### config.mk
export PLATFORM = sky130hd
export DESIGN_NAME = branch_resolver
export DESIGN_NICKNAME = d
export VERILOG_FILES = /design/src/rtl/branch_resolver.sv
export SDC_FILE = /design/constraint.sdc
export NUM_CORES = 1
export LEC_CHECK = 0
export ABC_AREA = 1
export BUFFER_PORTS_ARGS = -buffer_cell sky130_fd_sc_hd__buf_2
export CORE_MARGIN = 3
export CORE_UTILIZATION = 35
export CTS_BUF_LIST = sky130_fd_sc_hd__clkbuf_4 sky130_fd_sc_hd__clkbuf_8
export DETAILED_ROUTE_END_ITERATION = 7
export SYNTH_ARGS = -nofsm -noshare
export SYNTH_HDL_FRONTEND = slang
export SYNTH_SLANG_ARGS = --single-unit
### constraint.sdc
create_clock -name clk -period 2.8 [get_ports clk]
set_clock_uncertainty 0.2 [all_clocks]
set_input_delay 0.14 -clock clk [delete_from_list [all_inputs] [get_ports clk]]
set_output_delay 0.14 -clock clk [all_outputs]
set_load 0.05 [all_outputs]
### src/rtl/branch_resolver.sv
module branch_resolver #(
  parameter int DATA_W = 16,
  parameter int PC_W   = 15,
  parameter int OP_W   = 4,
  parameter int MODE_W = 3
) (
  input  logic              clk,
  input  logic              rst_n,
  input  logic              cmp_valid,
  input  logic [DATA_W-1:0] cmp_a,
  input  logic [DATA_W-1:0] cmp_b,
  input  logic              jmp_valid,
  input  logic [OP_W-1:0]   jmp_op,
  input  logic [MODE_W-1:0] jmp_mode,
  input  logic              jmp_two_word,
  input  logic [DATA_W-1:0] jmp_target,
  input  logic [PC_W-1:0]   cur_pc,
  output logic              flag_lt,
  output logic              flag_eq,
  output logic              flag_gt,
  output logic              res_valid,
  output logic              res_taken,
  output logic              res_err,
  output logic [PC_W-1:0]   res_pc
);

  localparam logic [OP_W-1:0]   OP_NOP = OP_W'(0);
  localparam logic [OP_W-1:0]   OP_JMP = OP_W'(1);
  localparam logic [OP_W-1:0]   OP_JLT = OP_W'(2);
  localparam logic [OP_W-1:0]   OP_JLE = OP_W'(3);
  localparam logic [OP_W-1:0]   OP_JEQ = OP_W'(4);
  localparam logic [OP_W-1:0]   OP_JNE = OP_W'(5);
  localparam logic [OP_W-1:0]   OP_JGE = OP_W'(6);
  localparam logic [OP_W-1:0]   OP_JGT = OP_W'(7);
  localparam logic [MODE_W-1:0] M_REG  = MODE_W'(0);
  localparam logic [MODE_W-1:0] M_IMM  = MODE_W'(3);

  logic cmp_lt, cmp_eq;
  assign cmp_lt = $signed(cmp_a) < $signed(cmp_b);
  assign cmp_eq = cmp_a == cmp_b;

  always_ff @(posedge clk) begin
    if (!rst_n) begin
      flag_lt <= 1'b0;
      flag_eq <= 1'b1;
      flag_gt <= 1'b0;
    end else if (cmp_valid) begin
      flag_lt <= cmp_lt;
      flag_eq <= cmp_eq;
      flag_gt <= !cmp_lt && !cmp_eq;
    end
  end

  logic cond_met;
  always_comb begin
    case (jmp_op)
      OP_JMP:  cond_met = 1'b1;
      OP_JLT:  cond_met = flag_lt;
      OP_JLE:  cond_met = flag_lt | flag_eq;
      OP_JEQ:  cond_met = flag_eq;
      OP_JNE:  cond_met = !flag_eq;
      OP_JGE:  cond_met = flag_gt | flag_eq;
      OP_JGT:  cond_met = flag_gt;
      default: cond_met = 1'b0;
    endcase
  end

  logic is_nop, op_known, mode_bad, jump_err, jump_taken;
  assign is_nop     = jmp_op == OP_NOP;
  assign op_known   = jmp_op <= OP_JGT;
  assign mode_bad   = (jmp_mode == M_REG) || (jmp_mode == M_IMM);
  assign jump_err   = !is_nop && (!op_known || mode_bad);
  assign jump_taken = !is_nop && !jump_err && cond_met;

  logic [PC_W-1:0] step, seq_pc, nxt_pc;
  assign step   = (!is_nop && jmp_two_word) ? PC_W'(2) : PC_W'(1);
  assign seq_pc = cur_pc + step;
  assign nxt_pc = jump_taken ? jmp_target[PC_W-1:0] : seq_pc;

  always_ff @(posedge clk) begin
    if (!rst_n) begin
      res_valid <= 1'b0;
      res_taken <= 1'b0;
      res_err   <= 1'b0;
      res_pc    <= '0;
    end else begin
      res_valid <= jmp_valid;
      if (jmp_valid) begin
        res_taken <= jump_taken;
        res_err   <= jump_err;
        res_pc    <= nxt_pc;
      end
    end
  end

  a_r2_one_flag: assert property (@(posedge clk) disable iff (!rst_n)
    $countones({flag_lt, flag_eq, flag_gt}) == 1);

  a_r2_less: assert property (@(posedge clk) disable iff (!rst_n)
    cmp_valid && ($signed(cmp_a) < $signed(cmp_b)) |=> flag_lt);

  a_r3_hold: assert property (@(posedge clk) disable iff (!rst_n)
    !cmp_valid |=> $stable({flag_lt, flag_eq, flag_gt}));

  a_r5_nop: assert property (@(posedge clk) disable iff (!rst_n)
    jmp_valid && jmp_op == OP_NOP |=>
      !res_taken && !res_err && res_pc == PC_W'($past(cur_pc) + 1'b1));

  a_r6_bad_mode: assert property (@(posedge clk) disable iff (!rst_n)
    jmp_valid && jmp_op != OP_NOP && (jmp_mode == M_REG || jmp_mode == M_IMM)
      |=> res_err && !res_taken);

  a_r8_target: assert property (@(posedge clk) disable iff (!rst_n)
    jmp_valid |=> (!res_taken || res_pc == $past(jmp_target[PC_W-1:0])));

  a_r10_old_flags: assert property (@(posedge clk) disable iff (!rst_n)
    jmp_valid && jmp_op == OP_JEQ && !(jmp_mode == M_REG || jmp_mode == M_IMM)
      |=> res_taken == $past(flag_eq));

  a_r11_valid_on: assert property (@(posedge clk) disable iff (!rst_n)
    jmp_valid |=> res_valid);

  a_r11_valid_off: assert property (@(posedge clk) disable iff (!rst_n)
    !jmp_valid |=> !res_valid);

endmodule

==> metrics.md <==
| Metric | Value |
|---|---|
| Outcome | complete, no violations |
| DRC viols | 0 |
| Multiplexer share of the synthesized area | 0 |
| Synthesized area | 1790 um^2 |
| DPL Wire Length | 3650 um |
| Adder-Cell Fraction of Synth Area | 0.137 |
| H-Tree Depth | 1 |
| Mean post-synth cell area | 6.62 um^2 |
| Largest family of logic cells by synthesized area | simple AND/OR/NAND/NOR gates |
| Placed cell area | 2310 um^2 |
| Number of setup buffers added after CTS | 0 |
| Antenna violations before repair | 0 |
| WS Path Type | in -> reg |
| Xor/xnor share of the synthesized area | 0.0440 |
| Post-DR vias/cell | 4.42 |
| Synth Area in Compound Gates | 0.140 |
| Post-synthesis sequential area ratio | 0.234 |
| Fin nets | 466 |
| Worst setup EP type | flop |
| Starting Density | 0.370 |
| Clock Pin Slew Worst Setup and Hold Paths | approximately 0.070 ns |
| GRT Util Overall | 0.147 |
| Antenna viol nets, final | 0 |
| Core Footprint | between 4000 and 5000 um^2 |
| Vias in the first global route | 1790 |
| Leakage | 1.38 nW |
| Pwr Density | ~370 nW/um^2 |
| TritonCTS clock tree | done |
| Post-CTS Hold Buffers | 8 |
| N_diodes | 0 |
| Cts bufs inserted | 3 |
| Via count | 1935 |
| Max Root-Sink Buffers | 2 |
| DR WL/cell | 9.89 um |
| Slew Viols, Final | 0 |
| Die Wd | 77.6 um |
| Post-Syn Nets | 365 |
| Slew of the pin with the lowest slew margin | 0.438 ns |
| First-pass GRT wire length | 7420 um |
| Final setup viols | 0 |
| Min Clock Period, post-route | 1.99 ns |
| Worst-skew pair later-pin latency | between 0.2 and 0.3 ns |
| Synth Area in Simple Gates | 0.345 |
| Critical Path Fanout Max | 6 |
| Gpl congestion | 0.773 |
| Cells after synthesis | roughly 270 |
| GR Overflow Total | 0 |
| Synthesis-to-layout area growth | 36.0% |
| Startpoint Class | input port |
| Final Cell Area | 2440 um^2 |
| Period utilisation layout | 0.710 |
| Worst hold path type | in -> reg |
| Die span in y | 77.6 um |
| Final core utilization | 0.503 |
| Peak supply drop | 0.165 mV |
| R2r setup slk | 1.15 ns |
| Largest net degree at the start of global routing | 29 |
| DRT iter0 DRCs | just under 50 |
| DRT Wirelength | about 4300 um |
| FF+latch count, synth | 21 |
| Rows | 25 |
| Most common cell after layout, fill and taps aside | buf_2 |
| Slew margin rel. | 0.708 |
| Max-cap viol count | 0 |
| RSZ-0062 raised after global routing | no |
| Root buf cell | clkbuf_8 |
| Die area | between 6000 and 7000 um^2 |
| Top FF cell, synth | dfxtp_1 |
| I/O Buffers | 94 |
| Post-CTS sizing | 0 |
| Most frequent cells in the layout | buf_2 (94), nand2_1 (84), inv_1 (36) |
| Async set or reset register ratio after synthesis | 0 |
| I/O pin count | 96 |
| Clk sink count | 21 |
| TritonRoute pass-1 iters | 4 |
| Arrival time worst endpoint | 1.98 ns |
| Post-Route Setup TNS | 0 ns |
| Final Hold Viols | 0 |
| Critical Path RT | 2.79 ns |
| Maximum clock rate | between 500 and 600 MHz |
| Share of layout cells above drive strength 1 | 0.302 |
| Count of cell types in the netlist | 35 |
| Post-synth EDFFs | 0 |
| Synthesis Warnings | 0 |
==> layout make-up <==
class | instances | area (um^2)
clock buffers | 4 | 48.8
fillers | 524 | 2410
inverters | 38 | 143
multi-input cells | 206 | 1190
flip-flops and latches | 21 | 420
well taps | 67 | 83.8
repair buffers | 102 | 551
==> cells in the mapped netlist, types with 2 or more instances <==
cell type  count  area [um^2]
a21oi_1       17         85.1
a31oi_1        6         37.5
clkbuf_1       3         11.3
dfxtp_1       21          420
ha_1          18          225
inv_1         36          135
nand2_1       84          315
nand2_2        5         31.3
nand3_1       15         75.1
nand3b_1       6         45.0
nand4_1        4         25.0
nor2_1        16         60.1
nor3_1         2         10.0
o21ai_0       10         50.1
xnor2_1        2         17.5
xor2_1         7         61.3
==> routing by layer <==
| layer | part of all wire | global-route usage | vias to the layer above |
|---|---|---|---|
| met5 | 0 | 0 | - |
| met4 | 0.0097 | 0.0427 | 0 |
| met3 | 0.065 | 0.0174 | 2 |
| met2 | 0.44 | 0.253 | 58 |
| met1 | 0.49 | 0.193 | 800 |
| li1 | - | - | 1075 |
==> kinds of logic after synthesis <==
logic type / after synthesis
AO/OA/AOI/OAI: 40
XOR/XNOR: 9
adder cells (fa/ha/maj): 19
buffers and inverters: 44
flip-flops: 21
AND/OR/NAND/NOR: 138
==> state kept, by name (all words and copies together) (netlist names) <==
name       cells
flag_lt        1
flag_gt        1
res_valid      1
res_pc        15
res_taken      1
flag_eq        1
res_err        1
==> power by group <==
group	total (mW)	switching [mW]	internal (mW)	leakage, nW
combinational	0.357	0.227	0.131	1.18
clock	0.205	0.0944	0.111	0.0262
sequential	0.336	0.0126	0.323	0.174
==> critical path, cell delays in order <==
cell and delay [ns]:
buf_2 0.13, nor2_1 0.22, nand2_1 0.10, nand2_1 0.11
ha_1 0.19, fa_1 0.24, nand2_1 0.11, nor2_4 0.19
nand3_2 0.09, or2_0 0.20, nand3_1 0.08, nand2_1 0.06
a21oi_1 0.11
==> path summary, 6_finish.rpt <==
| kind | endpoint | startpoint | depth (start not counted) |
|---|---|---|---|
| setup / recovery | res_pc[14]$_SDFFE_PN0P_ | jmp_op[2] | 13 |
| hold / removal | res_pc[4]$_SDFFE_PN0P_ | cur_pc[4] | 4 |
| setup reg to reg | res_pc[13]$_SDFFE_PN0P_ | flag_lt$_SDFFE_PN0P_ | 7 |
| hold reg to reg | res_pc[13]$_SDFFE_PN0P_ | res_pc[13]$_SDFFE_PN0P_ | 2 |
==> stage by stage <==
step	instances	power, mW	hold WS [ns]	setup WS, ns
2_1_floorplan	271	0.585	0.0915	0.867
3_3_place_gp	426	0.693	0.206	0.534
3_5_place_dp	426	0.696	0.213	0.522
4_1_cts	438	0.909	0.0146	0.797
5_1_grt	438	0.964	0.0428	0.468
6_report	438	0.898	0.0149	0.813
(Power assumes the default switching activity.)
